<file path="src/rtl/usm_pkg.sv">
package usm_pkg;

  typedef enum logic [1:0] {
    ST_IDLE = 2'd0,
    ST_RUN  = 2'd1,
    ST_DONE = 2'd2
  } usmState_e;

  // Strobes from control to datapath
  typedef struct packed {
    logic loadSpec;   // take the speculative copy into the live state
    logic stepLive;   // apply one live next-state step
  } usmStrobe_t;

endpackage

</file>
<file path="src/rtl/usm_sync.sv">
module usm_sync #(
  parameter int STAGES = 2
) (
  input  logic clk,
  input  logic rstN,
  input  logic asyncIn,
  output logic syncOut
);

  logic [STAGES-1:0] chain;

  generate
    if (STAGES == 1) begin : g_single
      always_ff @(posedge clk or negedge rstN) begin
        if (!rstN) chain <= '0;
        else       chain <= asyncIn;
      end
    end else begin : g_multi
      always_ff @(posedge clk or negedge rstN) begin
        if (!rstN) chain <= '0;
        else       chain <= {chain[STAGES-2:0], asyncIn};
      end
    end
  endgenerate

  assign syncOut = chain[STAGES-1];

endmodule

</file>
<file path="src/rtl/usm_datapath.sv">
module usm_datapath
  import usm_pkg::*;
#(
  parameter int DATA_W   = 8,
  parameter int SYNC_LEN = 2,
  parameter int STEPS    = 5,
  localparam int TAKE    = (STEPS < SYNC_LEN) ? STEPS : SYNC_LEN,
  localparam int CNT_W   = $clog2(STEPS + 1)
) (
  input  logic              clk,
  input  logic              rstN,
  input  logic [DATA_W-1:0] d,
  input  usmStrobe_t        strobe,
  output logic [DATA_W-1:0] acc,
  output logic [CNT_W-1:0]  count,
  output logic              lastStep
);

  localparam logic [DATA_W-1:0] ONE       = DATA_W'(1);
  localparam logic [CNT_W-1:0]  TAKE_CNT  = CNT_W'(TAKE);
  localparam logic [CNT_W-1:0]  LAST_CNT  = CNT_W'(STEPS - 1);

  // Unfolded copies: spec[k] holds k steps applied to d taken k cycles ago
  logic [DATA_W-1:0] spec [1:TAKE];

  always_ff @(posedge clk or negedge rstN) begin
    if (!rstN) begin
      for (int k = 1; k <= TAKE; k++) spec[k] <= '0;
    end else begin
      spec[1] <= d + ONE;
      for (int k = 2; k <= TAKE; k++) spec[k] <= spec[k-1] + ONE;
    end
  end

  // Live state
  always_ff @(posedge clk or negedge rstN) begin
    if (!rstN) begin
      acc   <= '0;
      count <= '0;
    end else if (strobe.loadSpec) begin
      acc   <= spec[TAKE];
      count <= TAKE_CNT;
    end else if (strobe.stepLive) begin
      acc   <= acc + ONE;
      count <= count + CNT_W'(1);
    end
  end

  assign lastStep = (count == LAST_CNT);

endmodule

</file>
<file path="src/rtl/usm_ctrl.sv">
module usm_ctrl
  import usm_pkg::*;
#(
  parameter int SYNC_LEN = 2,
  parameter int STEPS    = 5
) (
  input  logic       clk,
  input  logic       rstN,
  input  logic       syncReq,
  input  logic       lastStep,
  output usmStrobe_t strobe,
  output logic       ack
);

  usmState_e state, nextState, loadTarget;

  // Variant: if the speculative copy already covers every step, skip RUN
  generate
    if (STEPS <= SYNC_LEN) begin : g_direct
      assign loadTarget = ST_DONE;
    end else begin : g_tail
      assign loadTarget = ST_RUN;
    end
  endgenerate

  always_comb begin
    nextState       = state;
    strobe.loadSpec = 1'b0;
    strobe.stepLive = 1'b0;
    unique case (state)
      ST_IDLE: if (syncReq) begin
        strobe.loadSpec = 1'b1;
        nextState       = loadTarget;
      end
      ST_RUN: begin
        strobe.stepLive = 1'b1;
        if (lastStep) nextState = ST_DONE;
      end
      ST_DONE: if (!syncReq) nextState = ST_IDLE;
      default: nextState = ST_IDLE;
    endcase
  end

  always_ff @(posedge clk or negedge rstN) begin
    if (!rstN) state <= ST_IDLE;
    else       state <= nextState;
  end

  assign ack = (state == ST_DONE);

endmodule

</file>
<file path="src/rtl/spec_unfold_machine.sv">
module spec_unfold_machine
  import usm_pkg::*;
#(
  parameter int DATA_W   = 8,
  parameter int SYNC_LEN = 2,
  parameter int STEPS    = 5
) (
  input  logic              clk,
  input  logic              rstN,
  input  logic              req,
  input  logic [DATA_W-1:0] d,
  output logic              ack,
  output logic [DATA_W-1:0] result
);

  localparam int CNT_W = $clog2(STEPS + 1);

  logic             syncReq;
  logic             lastStep;
  logic [CNT_W-1:0] liveCount;
  usmStrobe_t       strobe;

  usm_sync #(.STAGES(SYNC_LEN)) syncU (
    .clk(clk), .rstN(rstN), .asyncIn(req), .syncOut(syncReq)
  );

  usm_ctrl #(.SYNC_LEN(SYNC_LEN), .STEPS(STEPS)) ctrlU (
    .clk(clk), .rstN(rstN), .syncReq(syncReq), .lastStep(lastStep),
    .strobe(strobe), .ack(ack)
  );

  usm_datapath #(.DATA_W(DATA_W), .SYNC_LEN(SYNC_LEN), .STEPS(STEPS)) dpU (
    .clk(clk), .rstN(rstN), .d(d), .strobe(strobe),
    .acc(result), .count(liveCount), .lastStep(lastStep)
  );

endmodule

</file>
<file path="config.mk">
export PLATFORM = sky130hd
export DESIGN_NAME = spec_unfold_machine
export DESIGN_NICKNAME = d
export VERILOG_FILES = /design/src/rtl/usm_pkg.sv /design/src/rtl/usm_sync.sv /design/src/rtl/usm_datapath.sv /design/src/rtl/usm_ctrl.sv /design/src/rtl/spec_unfold_machine.sv
export SDC_FILE = /design/constraint.sdc
export NUM_CORES = 1
export LEC_CHECK = 0
export BUFFER_PORTS_ARGS = -buffer_cell sky130_fd_sc_hd__buf_2
export CAP_MARGIN = 20
export CORE_ASPECT_RATIO = 0.75
export CORE_MARGIN = 1.5
export CORE_UTILIZATION = 41
export CTS_CLUSTER_DIAMETER = 80
export DETAILED_ROUTE_END_ITERATION = 6
export PLACE_DENSITY = 0.7
export SYNTH_ARGS = -nofsm -noshare
export SYNTH_HDL_FRONTEND = slang
export SYNTH_HIERARCHICAL = 1
export SYNTH_SLANG_ARGS = --single-unit
</file>
<file path="constraint.sdc">
create_clock -name clk -period 1.9 [get_ports clk]
set_clock_uncertainty 0.15 [all_clocks]
set_input_delay 0 -clock clk [delete_from_list [all_inputs] [get_ports clk]]
set_output_delay 0 -clock clk [all_outputs]
set_load 0.05 [all_outputs]
</file>
==> impl_results.html, run 1 <==
<table>
<tr><th>Metric</th><th>Value</th></tr>
<tr><th colspan="2">Timing</th></tr>
<tr><td>Count of pins over their slew limit</td><td>0</td></tr>
<tr><td>Slew HR</td><td>55.4%</td></tr>
<tr><td>Hold violation total from the final report</td><td>0</td></tr>
<tr><td>Post-Route Setup TNS</td><td>0 ps</td></tr>
<tr><td>Time the final worst path needs with I/O delays and setup</td><td>1770 ps</td></tr>
<tr><td>Final setup fails</td><td>0</td></tr>
<tr><td>Setup WS post-layout</td><td>128 ps</td></tr>
<tr><td>RSZ-0062 raised after global routing</td><td>false</td></tr>
<tr><td>Max frequency</td><td>564 MHz</td></tr>
<tr><td>Final worst-path cycle share</td><td>93.3%</td></tr>
<tr><td>Worst-margin pin slew</td><td>669 ps</td></tr>
<tr><td>Min Hold Slack</td><td>139 ps</td></tr>
<tr><th colspan="2">Power and ir drop</th></tr>
<tr><td>Total leakage power</td><td>0.788 nW</td></tr>
<tr><td>Overall power</td><td>2.50 mW</td></tr>
<tr><td>Switching share of power</td><td>41.7%</td></tr>
<tr><td>Combinational power share</td><td>39.2%</td></tr>
<tr><td>Pwr Density</td><td>1440 nW/um^2</td></tr>
<tr><td>Maximum resistive drop on vdd</td><td>651 uV</td></tr>
<tr><td>Relative contribution of the clock network to total power</td><td>20.3%</td></tr>
<tr><td>Sequential cell fraction of total power</td><td>40.5%</td></tr>
<tr><td>Cell-internal power</td><td>1.46 mW</td></tr>
<tr><td>Power dissipated by switching net loads</td><td>1.04 mW</td></tr>
<tr><th colspan="2">Routing</th></tr>
<tr><td>Wire length per cell after detailed routing</td><td>12.4 um</td></tr>
<tr><td>Number of vias per cell after detailed routing</td><td>4.86</td></tr>
<tr><td>Detailed-route DRC error count</td><td>0</td></tr>
<tr><td>Post-Route WL</td><td>2420 um</td></tr>
<tr><td>DRT antenna net count</td><td>0</td></tr>
<tr><td>Number of violations reported at the end of detailed-routing iteration 0</td><td>59</td></tr>
<tr><td>Number of detailed-routing iterations run before antenna repair</td><td>4</td></tr>
<tr><td>Detailed-route via count</td><td>948</td></tr>
<tr><th colspan="2">Synth</th></tr>
<tr><td>Share of Yosys cell area claimed by the top area cell type</td><td>57.2%</td></tr>
<tr><td>Post-Syn Nets</td><td>134</td></tr>
<tr><td>Flop and latch count out of synthesis</td><td>31</td></tr>
<tr><td>Syn Std Cell Area</td><td>1360 um^2</td></tr>
<tr><td>Synthesized-area fraction occupied by adder cells</td><td>4.62%</td></tr>
<tr><td>Fraction of the mapped netlist area in simple logic gates</td><td>17.2%</td></tr>
<tr><td>Netlist cell types</td><td>26</td></tr>
<tr><td>Xor and xnor area share after synthesis</td><td>11.6%</td></tr>
<tr><td>Mean instance size in the synthesized netlist</td><td>11.5 um^2</td></tr>
<tr><td>Dominant cells by area after synthesis</td><td>sky130_fd_sc_hd__dfrtp_1 57%, sky130_fd_sc_hd__xor2_1 6.5%, sky130_fd_sc_hd__xnor2_1 5.2%</td></tr>
<tr><td>Share of cell area taken by muxes after synthesis</td><td>0.739%</td></tr>
<tr><td>Number of instances in the synthesized netlist</td><td>118</td></tr>
<tr><td>Synthesis warning total</td><td>6</td></tr>
<tr><td>Dominant combinational cell family by area after synthesis</td><td>simple AND/OR/NAND/NOR gates</td></tr>
<tr><td>Leading area contributor after synthesis</td><td>sky130_fd_sc_hd__dfrtp_1</td></tr>
<tr><td>Synth Area in Compound Gates</td><td>5.26%</td></tr>
<tr><td>Share of synthesized area occupied by flip-flops and latches</td><td>57.2%</td></tr>
<tr><th colspan="2">Floorplanning</th></tr>
<tr><td>Die Ht</td><td>52.8 um</td></tr>
<tr><td>DIE AREA</td><td>3660 um^2</td></tr>
<tr><td>Standard cell core area</td><td>3040 um^2</td></tr>
<tr><td>Number of placement rows</td><td>17</td></tr>
<tr><td>Die outline width</td><td>69.4 um</td></tr>
<tr><td>Effective utilization at floorplan</td><td>44.5%</td></tr>
<tr><td>I/O pin cnt</td><td>20</td></tr>
<tr><th colspan="2">Critical path</th></tr>
<tr><td>Cell type of the slowest stage on the worst timing path</td><td>sky130_fd_sc_hd__dlygate4sd3_1</td></tr>
<tr><td>Data arrival, critical path</td><td>1780 ps</td></tr>
<tr><td>Category of the critical setup timing path</td><td>in2reg</td></tr>
<tr><td>Largest driver fanout on the critical path</td><td>4</td></tr>
<tr><td>Most frequent cell on the critical path</td><td>sky130_fd_sc_hd__dlygate4sd3_1</td></tr>
<tr><td>Endpoint kind of the worst setup timing path</td><td>flip-flop</td></tr>
<tr><td>Critical path's largest stage delay</td><td>550 ps</td></tr>
<tr><td>Ordered list of cells on the worst path</td><td>dlygate4sd3_1 -&gt; buf_2 -&gt; ha_1 -&gt; and3_4 -&gt; nand3_1 -&gt; xnor2_1 -&gt; dlygate4sd3_1</td></tr>
<tr><td>Crit start category</td><td>input port</td></tr>
<tr><td>CP required</td><td>1910 ps</td></tr>
<tr><th colspan="2">Clock tree</th></tr>
<tr><td>Clock buffer count from CTS</td><td>5</td></tr>
<tr><td>Clock latency of the later-clocked register in the worst-skew pair</td><td>280 ps</td></tr>
<tr><td>Post-CTS Repair Setup Buffers</td><td>0</td></tr>
<tr><td>H-Tree Depth</td><td>2</td></tr>
<tr><td>CTS tree</td><td>yes</td></tr>
<tr><td>CTS sink count</td><td>31</td></tr>
<tr><td>Root buffer cell</td><td>sky130_fd_sc_hd__clkbuf_8</td></tr>
<tr><td>Buffer depth of the longest clock path</td><td>2</td></tr>
<tr><td>Worst-path clk slew</td><td>60 ps</td></tr>
<tr><th colspan="2">GRT</th></tr>
<tr><td>Global-route usage over all layers</td><td>16.2%</td></tr>
<tr><td>Via count of the first global-routing pass</td><td>1003</td></tr>
<tr><td>First-pass GRT wire length</td><td>4260 um</td></tr>
<tr><td>Gr ovfl total</td><td>0</td></tr>
<tr><td>Pin count of the biggest net entering global routing</td><td>32</td></tr>
<tr><td>Number of antenna violations at the first check in global routing</td><td>0</td></tr>
<tr><th colspan="2">Placed design</th></tr>
<tr><td>Weighted congestion reported at the end of routability-driven placement</td><td>0.743</td></tr>
<tr><td>DP Wirelength</td><td>1620 um</td></tr>
<tr><td>Post-detailed-placement cell area</td><td>1490 um^2</td></tr>
<tr><td>Worst setup timing slack at the placement stage</td><td>268 ps</td></tr>
<tr><td>Number of cells after detailed placement</td><td>173</td></tr>
<tr><td>PortBufs</td><td>19</td></tr>
<tr><th colspan="2">Worst hold path</th></tr>
<tr><td>Worst min-delay path category</td><td>in2async</td></tr>
<tr><th colspan="2">Layout</th></tr>
<tr><td>Share of final-layout standard cells stronger than drive strength 1</td><td>19.1%</td></tr>
<tr><td>Post-layout utilization of the core</td><td>56.8%</td></tr>
<tr><td>Number of diodes added for antenna fixing</td><td>0</td></tr>
<tr><td>Non-filler cells, final</td><td>195</td></tr>
<tr><td>Number of nets in the final layout</td><td>173</td></tr>
<tr><td>Final cell area excluding filler cells</td><td>1730 um^2</td></tr>
<tr><td>Area growth syn-to-layout</td><td>27.6%</td></tr>
<tr><th colspan="2">Outcome</th></tr>
<tr><td>Status</td><td>finished clean</td></tr>
<tr><th colspan="2">Flow run</th></tr>
<tr><td>Max-capacitance violation count</td><td>0</td></tr>
</table>
-- layout by cell type (no fill, tap or decap) --
cell type / instances
sky130_fd_sc_hd__a211oi_1: 1
sky130_fd_sc_hd__a22o_1: 1
sky130_fd_sc_hd__and2_1: 1
sky130_fd_sc_hd__and2b_1: 1
sky130_fd_sc_hd__and3_1: 1
sky130_fd_sc_hd__and3_4: 1
sky130_fd_sc_hd__and4_1: 1
sky130_fd_sc_hd__buf_2: 19
sky130_fd_sc_hd__buf_4: 2
sky130_fd_sc_hd__clkbuf_8: 6
sky130_fd_sc_hd__clkinv_2: 1
sky130_fd_sc_hd__dfrtp_1: 31
sky130_fd_sc_hd__dlygate4sd3_1: 15
sky130_fd_sc_hd__ha_1: 5
sky130_fd_sc_hd__inv_1: 5
sky130_fd_sc_hd__mux2i_1: 1
sky130_fd_sc_hd__nand2_1: 15
sky130_fd_sc_hd__nand3_1: 9
sky130_fd_sc_hd__nand4_1: 3
sky130_fd_sc_hd__nand4_4: 1
sky130_fd_sc_hd__nor2_1: 4
sky130_fd_sc_hd__nor2b_1: 1
sky130_fd_sc_hd__nor3_1: 1
sky130_fd_sc_hd__nor3b_1: 1
sky130_fd_sc_hd__o211ai_1: 4
sky130_fd_sc_hd__o21ai_0: 5
sky130_fd_sc_hd__or4_1: 3
sky130_fd_sc_hd__xnor2_1: 8
sky130_fd_sc_hd__xor2_1: 10
-- repair_timing --
action,in CTS,in global routing
endpoints found under the setup margin,0,1
hold buffers,15,0
gates resized for setup,0,1
hold endpoints to repair,40,0
-- layer usage --
layer  track usage (%)  routed length [um]  up-vias
met1              16.3                1030      447
li1                  -                   -      477
met4              8.82                  37        0
met3              6.73                 118        2
met5                 0                   0        -
met2              29.2                1240       22
-- power groups by stage --
stage	clock network [mW]	registers [mW]	logic [mW]
final	0.508	1.01	0.979
after global routing	0.559	1.04	1.06
after CTS	0.528	1.01	0.982
after detailed placement	0	1.02	0.949
after global placement	0	1.01	0.921
after floorplan	0	1.28	0.475
-- worst max-delay path: cells and delay by family --
family	cells	cell delay (ps)
AND/OR/NAND/NOR	2	280
adder cells (fa/ha/maj)	1	180
buffers and inverters	3	1200
XOR/XNOR	1	120
-- worst paths after layout --
| check | start | end | slack [ps] | cells after the start |
|---|---|---|---|---|
| max in group asynchronous | rstN | dpU/acc[5] | 1030 | 2 |
| min in group clk | req | syncU/chain[0] | 220 | 2 |
| hold / removal | rstN | dpU/acc[7] | 140 | 2 |
| setup / recovery | d[0] | dpU/spec[14] | 130 | 7 |
| setup reg to reg | ctrlU/state[1] | dpU/acc[7] | 260 | 4 |
| hold reg to reg | syncU/chain[0] | syncU/chain[1] | 220 | 0 |
-- kinds of logic (layout without fill, tap and decap cells) --
family | after synthesis | in the layout
mux | 1 | 1
fa+ha+maj | 5 | 5
simple gates | 43 | 43
buf+inv | 9 | 48
flops | 31 | 31
xor+xnor | 18 | 18
compound gates | 11 | 11
-- cell usage after synthesis (all sizes together) --
library cell and instances:
and3 2, nand3 9, nor2b 1, mux2i 1
o211ai 4, nand2 15, a211oi 1, o21ai 5
dfrtp 31, xnor2 8, nor3b 1, clkbuf 2
nand4 4, inv 5, and4 1, nor3 1
xor2 10, ha 5, buf 2, nor2 4
or4 3, and2b 1, a22o 1, and2 1
-- registers in the layout, indices dropped and copies added (netlist names) --
| signal | flops |
|---|---|
| dpU/count | 3 |
| dpU/spec | 16 |
| ctrlU/state | 2 |
| dpU/acc | 8 |
| syncU/chain | 2 |
-- cell type report --
type	count	area, um^2
Timing Repair Buffer	36	260
Multi-Input combinational cell	78	539
Clock inverter	1	5.00
Tap cell	38	47.5
Fill cell	266	1310
Clock buffer	6	82.6
Sequential cell	31	776
Inverter	5	18.8
(Power assumes the default switching activity.)
==> run 2, diff against run 1 <==
CORE_UTILIZATION = 55   (was 41)
PLACE_DENSITY = 0.86   (was 0.7)
REMOVE_ABC_BUFFERS = 1   (was unset)
==> impl_results.html, run 2 (synthesized netlist as in run 1, its figures left out) <==
<table>
<tr><th>Metric</th><th>Value</th></tr>
<tr><th colspan="2">GRT</th></tr>
<tr><td>Number of antenna violations at the first check in global routing</td><td>0 (unchanged)</td></tr>
<tr><td>Via count of the first global-routing pass</td><td>974 (-2.9%)</td></tr>
<tr><td>Gr ovfl total</td><td>0 (unchanged)</td></tr>
<tr><td>Global-route usage over all layers</td><td>22.0% (+5.8 points)</td></tr>
<tr><td>First-pass GRT wire length</td><td>4180 um (-1.8%)</td></tr>
<tr><td>Pin count of the biggest net entering global routing</td><td>32 (unchanged)</td></tr>
<tr><th colspan="2">Layout</th></tr>
<tr><td>Number of nets in the final layout</td><td>173 (unchanged)</td></tr>
<tr><td>Most common cell after layout, fill and taps aside</td><td>sky130_fd_sc_hd__dfrtp_1</td></tr>
<tr><td>Final cell area excluding filler cells</td><td>1720 um^2 (-0.65%)</td></tr>
<tr><td>Top register by number of flip-flops</td><td>dpU/spec</td></tr>
<tr><td>Largest registers</td><td>dpU/spec x16, dpU/acc x8, dpU/count x3</td></tr>
<tr><td>Max FFs per register</td><td>16 (unchanged)</td></tr>
<tr><td>Non-filler cells, final</td><td>192 (-1.5%)</td></tr>
<tr><td>Share of final-layout standard cells stronger than drive strength 1</td><td>19.0% (-0.12 points)</td></tr>
<tr><td>Commonest non-fill, non-tap cells in the layout</td><td>31 x sky130_fd_sc_hd__dfrtp_1, 19 x sky130_fd_sc_hd__buf_2, 15 x sky130_fd_sc_hd__nand2_1, 15 x sky130_fd_sc_hd__dlygate4sd3_1, 10 x sky130_fd_sc_hd__xor2_1</td></tr>
<tr><td>Area growth syn-to-layout</td><td>26.8%</td></tr>
<tr><td>Number of diodes added for antenna fixing</td><td>0 (unchanged)</td></tr>
<tr><th colspan="2">Floorplanning</th></tr>
<tr><td>DIE AREA</td><td>2770 um^2 (-24%)</td></tr>
<tr><td>Die outline width</td><td>60.3 um (-13%)</td></tr>
<tr><td>I/O pin cnt</td><td>20 (unchanged)</td></tr>
<tr><td>Effective utilization at floorplan</td><td>58.7% (+14 points)</td></tr>
<tr><td>Standard cell core area</td><td>2310 um^2 (-24%)</td></tr>
<tr><td>Die Ht</td><td>46.0 um (-13%)</td></tr>
<tr><td>Number of placement rows</td><td>15 (-2)</td></tr>
<tr><th colspan="2">Power and ir drop</th></tr>
<tr><td>Maximum resistive drop on vdd</td><td>649 uV (-0.36%)</td></tr>
<tr><td>Pwr Density</td><td>1470 nW/um^2 (+1.5%)</td></tr>
<tr><td>Overall power</td><td>2.52 mW (+0.87%)</td></tr>
<tr><td>Total leakage power</td><td>0.791 nW (+0.37%)</td></tr>
<tr><th colspan="2">Placed design</th></tr>
<tr><td>PortBufs</td><td>19 (unchanged)</td></tr>
<tr><td>Worst setup timing slack at the placement stage</td><td>236 ps (-32.2 ps)</td></tr>
<tr><td>DP Wirelength</td><td>1570 um (-3.2%)</td></tr>
<tr><td>Post-detailed-placement cell area</td><td>1480 um^2 (-0.34%)</td></tr>
<tr><td>Number of cells after detailed placement</td><td>169 (-2.3%)</td></tr>
<tr><td>Weighted congestion reported at the end of routability-driven placement</td><td>0.841 (+13%)</td></tr>
<tr><th colspan="2">Clock tree</th></tr>
<tr><td>Root buffer cell</td><td>sky130_fd_sc_hd__clkbuf_4</td></tr>
<tr><td>H-Tree Depth</td><td>2 (unchanged)</td></tr>
<tr><td>Worst-path clk slew</td><td>100 ps (+40 ps)</td></tr>
<tr><td>CTS tree</td><td>yes</td></tr>
<tr><td>CTS sink count</td><td>31 (unchanged)</td></tr>
<tr><td>Clock latency of the later-clocked register in the worst-skew pair</td><td>320 ps (+40 ps)</td></tr>
<tr><td>Clock buffer count from CTS</td><td>5 (unchanged)</td></tr>
<tr><td>Post-CTS Repair Setup Buffers</td><td>0 (unchanged)</td></tr>
<tr><td>Post-cts hold buffer count</td><td>15 (unchanged)</td></tr>
<tr><td>Resize count post-CTS</td><td>0 (unchanged)</td></tr>
<tr><td>Buffer depth of the longest clock path</td><td>2 (unchanged)</td></tr>
<tr><th colspan="2">Critical path</th></tr>
<tr><td>Critical R2R Launch</td><td>ctrlU/state[1]</td></tr>
<tr><td>Register-to-register path setup slack</td><td>210 ps (-50 ps)</td></tr>
<tr><td>Most frequent cell on the critical path</td><td>sky130_fd_sc_hd__dlygate4sd3_1</td></tr>
<tr><td>Crit start category</td><td>input port</td></tr>
<tr><td>CP required</td><td>1960 ps (+50 ps)</td></tr>
<tr><td>Critical path's largest stage delay</td><td>550 ps (about the same)</td></tr>
<tr><td>Endpoint kind of the worst setup timing path</td><td>flip-flop</td></tr>
<tr><td>Ordered list of cells on the worst path</td><td>dlygate4sd3_1 -&gt; buf_2 -&gt; ha_1 -&gt; and3_1 -&gt; nand3_1 -&gt; xnor2_1 -&gt; dlygate4sd3_1</td></tr>
<tr><td>R2R Path End</td><td>dpU/acc[7]</td></tr>
<tr><td>Largest driver fanout on the critical path</td><td>4 (unchanged)</td></tr>
<tr><td>Worst-case reg-to-reg path depth</td><td>4 (unchanged)</td></tr>
<tr><td>Data arrival, critical path</td><td>1860 ps (+80 ps)</td></tr>
<tr><td>Cell type of the slowest stage on the worst timing path</td><td>sky130_fd_sc_hd__dlygate4sd3_1</td></tr>
<tr><td>Category of the critical setup timing path</td><td>in2reg</td></tr>
<tr><th colspan="2">Timing</th></tr>
<tr><td>Max frequency</td><td>557 MHz (-1.3%)</td></tr>
<tr><td>Hold violation total from the final report</td><td>0 (unchanged)</td></tr>
<tr><td>RSZ-0062 raised after global routing</td><td>false</td></tr>
<tr><td>Slew HR</td><td>55.5% (+0.12 points)</td></tr>
<tr><td>Worst-margin pin slew</td><td>667 ps (-1.82 ps)</td></tr>
<tr><td>Time the final worst path needs with I/O delays and setup</td><td>1790 ps (+22.8 ps)</td></tr>
<tr><td>Min Hold Slack</td><td>93.3 ps (-45.7 ps)</td></tr>
<tr><td>Count of pins over their slew limit</td><td>0 (unchanged)</td></tr>
<tr><td>Setup WS post-layout</td><td>105 ps (-22.8 ps)</td></tr>
<tr><td>Final setup fails</td><td>0 (unchanged)</td></tr>
<tr><td>Final worst-path cycle share</td><td>94.5% (+1.2 points)</td></tr>
<tr><th colspan="2">Routing</th></tr>
<tr><td>Post-Route WL</td><td>2530 um (+4.5%)</td></tr>
<tr><td>Detailed-route via count</td><td>976 (+3.0%)</td></tr>
<tr><td>Detailed-route DRC error count</td><td>0 (unchanged)</td></tr>
<tr><td>DRT antenna net count</td><td>0 (unchanged)</td></tr>
<tr><td>Number of detailed-routing iterations run before antenna repair</td><td>4 (unchanged)</td></tr>
<tr><td>Number of violations reported at the end of detailed-routing iteration 0</td><td>44 (-25%)</td></tr>
<tr><td>Number of vias per cell after detailed routing</td><td>5.08 (+4.6%)</td></tr>
<tr><td>Wire length per cell after detailed routing</td><td>13.2 um (+6.1%)</td></tr>
<tr><th colspan="2">Outcome</th></tr>
<tr><td>Status</td><td>finished clean</td></tr>
<tr><th colspan="2">Worst hold path</th></tr>
<tr><td>Worst min-delay path category</td><td>in2async</td></tr>
<tr><th colspan="2">Flow run</th></tr>
<tr><td>Max-capacitance violation count</td><td>0 (unchanged)</td></tr>
</table>
-- run 2: report_power, final --
part	switching (mW)	internal (mW)
Clock	0.218	0.311
Sequential	0.178	0.833
Combinational	0.644	0.337
-- run 2: worst max path at each step --
| stage | from | endpoint | slack, ps | depth (start not counted) |
|---|---|---|---|---|
| detailed placement | ctrlU/state[1] | dpU/acc[7] | 240 | 4 |
| global route | d[0] | dpU/spec[14] | 60 | 7 |
| CTS | d[0] | dpU/spec[14] | 190 | 7 |
| global placement | ctrlU/state[1] | dpU/acc[7] | 300 | 4 |
| floorplan | ctrlU/state[0] | dpU/acc[5] | -190 | 4 |
| finish | d[0] | dpU/spec[14] | 110 | 7 |
-- run 2: layout make-up --
| cell class | instances | area [um^2] |
|---|---|---|
| sequential | 31 | 776 |
| fill | 166 | 591 |
| inverter | 5 | 18.8 |
| clock buffer | 6 | 51.3 |
| timing repair buffer | 36 | 260 |
| multi-input combinational | 78 | 534 |
| tap | 34 | 42.5 |
| clock inverter | 2 | 35.0 |
-- run 2: per-stage QoR --
stage | setup TNS (ps) | utilization [%]
after global routing | 0 | 74.4
final | 0 | 74.4
after detailed placement | 0 | 64.2
after global placement | 0 | 64.2
after CTS | 0 | 74.4
after floorplan | -589 | -
-- run 2: critical path, delay by kind of cell --
family | cells | cell delay (ps)
and+or+nand+nor | 2 | 310
buffers and inverters | 3 | 1230
xor gates and xnor gates | 1 | 130
adders and majority gates | 1 | 180
-- run 2: routing by layer --
layer  global-route usage (%)  share of wire, %  up-vias
met5                        0                 0        -
met4                     12.0               1.1        0
met3                     5.40               4.3        2
met2                     39.1                54       26
met1                     24.5                40      468
li1                         -                 -      480
==> run 3, diff against run 2 <==
BUFFER_PORTS_ARGS = unset   (was -buffer_cell sky130_fd_sc_hd__buf_2)
CORE_UTILIZATION = 56   (was 55)
DONT_BUFFER_PORTS = 1   (was unset)
PLACE_DENSITY = 0.8   (was 0.86)
==> impl_results.html, run 3 (synthesized netlist as in run 1, its figures left out) <==
<table>
<tr><th>Metric</th><th>Value</th></tr>
<tr><th colspan="2">Critical path</th></tr>
<tr><td>R2R Path End</td><td>dpU/acc[7]</td></tr>
<tr><td>Crit start category</td><td>flip-flop</td></tr>
<tr><td>Data arrival, critical path</td><td>1830 ps (-30 ps)</td></tr>
<tr><td>Ordered list of cells on the worst path</td><td>and2b_1 -&gt; nand4_4 -&gt; or4_1 -&gt; nand3_1</td></tr>
<tr><td>Register-to-register path setup slack</td><td>180 ps (-30 ps)</td></tr>
<tr><td>Category of the critical setup timing path</td><td>reg2reg</td></tr>
<tr><td>Largest driver fanout on the critical path</td><td>5 (+1)</td></tr>
<tr><td>Worst-case reg-to-reg path depth</td><td>4 (unchanged)</td></tr>
<tr><td>Cell type of the slowest stage on the worst timing path</td><td>sky130_fd_sc_hd__or4_1</td></tr>
<tr><td>Critical R2R Launch</td><td>ctrlU/state[1]</td></tr>
<tr><td>Critical path's largest stage delay</td><td>490 ps (-60 ps)</td></tr>
<tr><td>Endpoint kind of the worst setup timing path</td><td>flip-flop</td></tr>
<tr><td>CP required</td><td>2020 ps (+60 ps)</td></tr>
<tr><th colspan="2">Layout</th></tr>
<tr><td>Top register by number of flip-flops</td><td>dpU/spec</td></tr>
<tr><td>Most common cell after layout, fill and taps aside</td><td>sky130_fd_sc_hd__dfrtp_1</td></tr>
<tr><td>Commonest non-fill, non-tap cells in the layout</td><td>31 x sky130_fd_sc_hd__dfrtp_1, 15 x sky130_fd_sc_hd__nand2_1, 15 x sky130_fd_sc_hd__dlygate4sd3_1</td></tr>
<tr><td>Max FFs per register</td><td>16 (unchanged)</td></tr>
<tr><td>Number of nets in the final layout</td><td>165 (-4.6%)</td></tr>
<tr><td>Non-filler cells, final</td><td>183 (-4.7%)</td></tr>
<tr><td>Post-layout utilization of the core</td><td>74.8% (+0.39 points)</td></tr>
<tr><td>Largest registers</td><td>dpU/spec x16, dpU/acc x8, dpU/count x3</td></tr>
<tr><td>Number of diodes added for antenna fixing</td><td>0 (unchanged)</td></tr>
<tr><td>Area growth syn-to-layout</td><td>26.4%</td></tr>
<tr><td>Final cell area excluding filler cells</td><td>1710 um^2 (-0.29%)</td></tr>
<tr><td>Fill cell instance count of the final layout</td><td>168 (+1.2%)</td></tr>
<tr><td>Share of final-layout standard cells stronger than drive strength 1</td><td>14.1% (-4.9 points)</td></tr>
<tr><th colspan="2">Power and ir drop</th></tr>
<tr><td>Maximum resistive drop on vdd</td><td>699 uV (+7.6%)</td></tr>
<tr><td>Sequential cell fraction of total power</td><td>40.9% (+0.8 points)</td></tr>
<tr><td>Combinational power share</td><td>43.4% (+4.5 points)</td></tr>
<tr><td>Switching share of power</td><td>43.1% (+1.9 points)</td></tr>
<tr><td>Power dissipated by switching net loads</td><td>1.07 mW (+2.5%)</td></tr>
<tr><td>Pwr Density</td><td>1440 nW/um^2 (-1.6%)</td></tr>
<tr><td>Relative contribution of the clock network to total power</td><td>15.8% (-5.2 points)</td></tr>
<tr><td>Total leakage power</td><td>0.764 nW (-3.3%)</td></tr>
<tr><td>Cell-internal power</td><td>1.41 mW (-5.1%)</td></tr>
<tr><td>Overall power</td><td>2.47 mW (-1.9%)</td></tr>
<tr><th colspan="2">GRT</th></tr>
<tr><td>Pin count of the biggest net entering global routing</td><td>32 (unchanged)</td></tr>
<tr><td>Number of antenna violations at the first check in global routing</td><td>0 (unchanged)</td></tr>
<tr><td>Via count of the first global-routing pass</td><td>1005 (+3.2%)</td></tr>
<tr><td>Gr ovfl total</td><td>0 (unchanged)</td></tr>
<tr><td>First-pass GRT wire length</td><td>4550 um (+8.8%)</td></tr>
<tr><td>Global-route usage over all layers</td><td>24.2% (+2.1 points)</td></tr>
<tr><th colspan="2">Routing</th></tr>
<tr><td>Number of violations reported at the end of detailed-routing iteration 0</td><td>42 (-4.5%)</td></tr>
<tr><td>Number of detailed-routing iterations run before antenna repair</td><td>4 (unchanged)</td></tr>
<tr><td>Detailed-route via count</td><td>958 (-1.8%)</td></tr>
<tr><td>Met3 Routed Length</td><td>129 um (+19%)</td></tr>
<tr><td>Post-Route WL</td><td>2750 um (+8.6%)</td></tr>
<tr><td>Top layer in use</td><td>met4</td></tr>
<tr><td>Detailed-route DRC error count</td><td>0 (unchanged)</td></tr>
<tr><td>Length of routed met2 wiring</td><td>1470 um (+7.2%)</td></tr>
<tr><td>Number of vias per cell after detailed routing</td><td>5.23 (+3.0%)</td></tr>
<tr><td>Post-route met1 wirelength</td><td>1110 um (+8.7%)</td></tr>
<tr><td>DRT antenna net count</td><td>0 (unchanged)</td></tr>
<tr><td>Wire length per cell after detailed routing</td><td>15.0 um (+14%)</td></tr>
<tr><th colspan="2">Flow run</th></tr>
<tr><td>Max-capacitance violation count</td><td>0 (unchanged)</td></tr>
<tr><th colspan="2">Clock tree</th></tr>
<tr><td>Worst-path clk slew</td><td>100 ps (about the same)</td></tr>
<tr><td>Buffer depth of the longest clock path</td><td>2 (unchanged)</td></tr>
<tr><td>CTS tree</td><td>yes</td></tr>
<tr><td>Root buffer cell</td><td>sky130_fd_sc_hd__clkbuf_4</td></tr>
<tr><td>Post-CTS Repair Setup Buffers</td><td>0 (unchanged)</td></tr>
<tr><td>Clock latency of the later-clocked register in the worst-skew pair</td><td>340 ps (+20 ps)</td></tr>
<tr><td>Clock buffer count from CTS</td><td>5 (unchanged)</td></tr>
<tr><td>H-Tree Depth</td><td>2 (unchanged)</td></tr>
<tr><td>Resize count post-CTS</td><td>0 (unchanged)</td></tr>
<tr><td>CTS sink count</td><td>31 (unchanged)</td></tr>
<tr><th colspan="2">Floorplanning</th></tr>
<tr><td>I/O pin cnt</td><td>20 (unchanged)</td></tr>
<tr><td>Number of placement rows</td><td>15 (unchanged)</td></tr>
<tr><td>Die Ht</td><td>45.6 um (-0.84%)</td></tr>
<tr><td>Die outline width</td><td>59.8 um (-0.85%)</td></tr>
<tr><td>Effective utilization at floorplan</td><td>59.2% (+0.48 points)</td></tr>
<tr><td>Standard cell core area</td><td>2290 um^2 (-0.81%)</td></tr>
<tr><td>DIE AREA</td><td>2730 um^2 (-1.7%)</td></tr>
<tr><th colspan="2">Timing</th></tr>
<tr><td>Count of pins over their slew limit</td><td>0 (unchanged)</td></tr>
<tr><td>RSZ-0062 raised after global routing</td><td>false</td></tr>
<tr><td>Slew HR</td><td>75.8% (+20 points)</td></tr>
<tr><td>Worst-margin pin slew</td><td>362 ps (-305 ps)</td></tr>
<tr><td>Hold violation total from the final report</td><td>0 (unchanged)</td></tr>
<tr><td>Final worst-path cycle share</td><td>90.4% (-4.1 points)</td></tr>
<tr><td>Time the final worst path needs with I/O delays and setup</td><td>1720 ps (-77.2 ps)</td></tr>
<tr><td>Max frequency</td><td>582 MHz (+4.5%)</td></tr>
<tr><td>Setup WS post-layout</td><td>182 ps (+77.2 ps)</td></tr>
<tr><td>Final setup fails</td><td>0 (unchanged)</td></tr>
<tr><td>Min Hold Slack</td><td>35.8 ps (-57.5 ps)</td></tr>
<tr><td>Post-Route Setup TNS</td><td>0 ps (unchanged)</td></tr>
<tr><th colspan="2">Worst hold path</th></tr>
<tr><td>Worst min-delay path category</td><td>in2async</td></tr>
<tr><th colspan="2">Outcome</th></tr>
<tr><td>Status</td><td>finished clean</td></tr>
<tr><th colspan="2">Placed design</th></tr>
<tr><td>Weighted congestion reported at the end of routability-driven placement</td><td>0.846 (+0.64%)</td></tr>
<tr><td>DP Wirelength</td><td>1610 um (+2.8%)</td></tr>
<tr><td>Worst setup timing slack at the placement stage</td><td>248 ps (+12.3 ps)</td></tr>
<tr><td>Number of cells after detailed placement</td><td>159 (-5.9%)</td></tr>
<tr><td>PortBufs</td><td>0 (-19)</td></tr>
<tr><td>Post-detailed-placement cell area</td><td>1470 um^2 (-1.0%)</td></tr>
</table>
run 3: cell count changes in the layout (fill, tap and decap cells not counted):
cell	delta
sky130_fd_sc_hd__buf_12	+3
sky130_fd_sc_hd__buf_2	-19
sky130_fd_sc_hd__buf_4	+8
sky130_fd_sc_hd__bufinv_16	-1
run 3: how the worst max path moves through the flow:
stage / startpoint / endpoint / slack, ps / cells past startpoint
after floorplan: ctrlU/state[0] / dpU/acc[5] / -190 / 4
after global placement: ctrlU/state[1] / dpU/acc[7] / 300 / 4
after detailed placement: ctrlU/state[1] / dpU/acc[7] / 250 / 4
after CTS: ctrlU/state[1] / dpU/acc[7] / 190 / 4
after global routing: ctrlU/state[1] / dpU/acc[7] / 140 / 4
final: ctrlU/state[1] / dpU/acc[7] / 180 / 4
run 3: final cells by class:
class | instances | area, um^2 | area share (%)
well taps | 34 | 42.5 | 2.48
inverters | 5 | 18.8 | 1.10
clock buffers | 6 | 51.3 | 2.99
clock inverters | 1 | 5.00 | 0.292
repair buffers | 28 | 285 | 16.7
flip-flops and latches | 31 | 776 | 45.3
multi-input cells | 78 | 534 | 31.2
run 3: worst max-delay path: cells and delay by family (launching register included):
| kind | cells | cell delay, ps |
|---|---|---|
| and+or+nand+nor | 4 | 1100 |
| DFF | 1 | 410 |
run 3: timing repair:
action                                  CTS  global route
endpoints found under the hold margin    40             0
endpoints found under the setup margin    0             0
hold buffers                             17             0
run 3: power groups by stage:
stage | Clock [mW] | Sequential, mW | Combinational (mW)
final | 0.390 | 1.01 | 1.07
after global routing | 0.429 | 1.03 | 1.16
after CTS | 0.393 | 1.00 | 1.07
after detailed placement | 0 | 1.02 | 1.02
after global placement | 0 | 1.00 | 0.968
after floorplan | 0 | 1.28 | 0.422
run 3: layer usage:
layer / track usage, % / vias up
li1: - / 464
met1: 26.0 / 462
met2: 44.3 / 28
met3: 6.25 / 4
met4: 12.0 / 0
met5: 0 / -
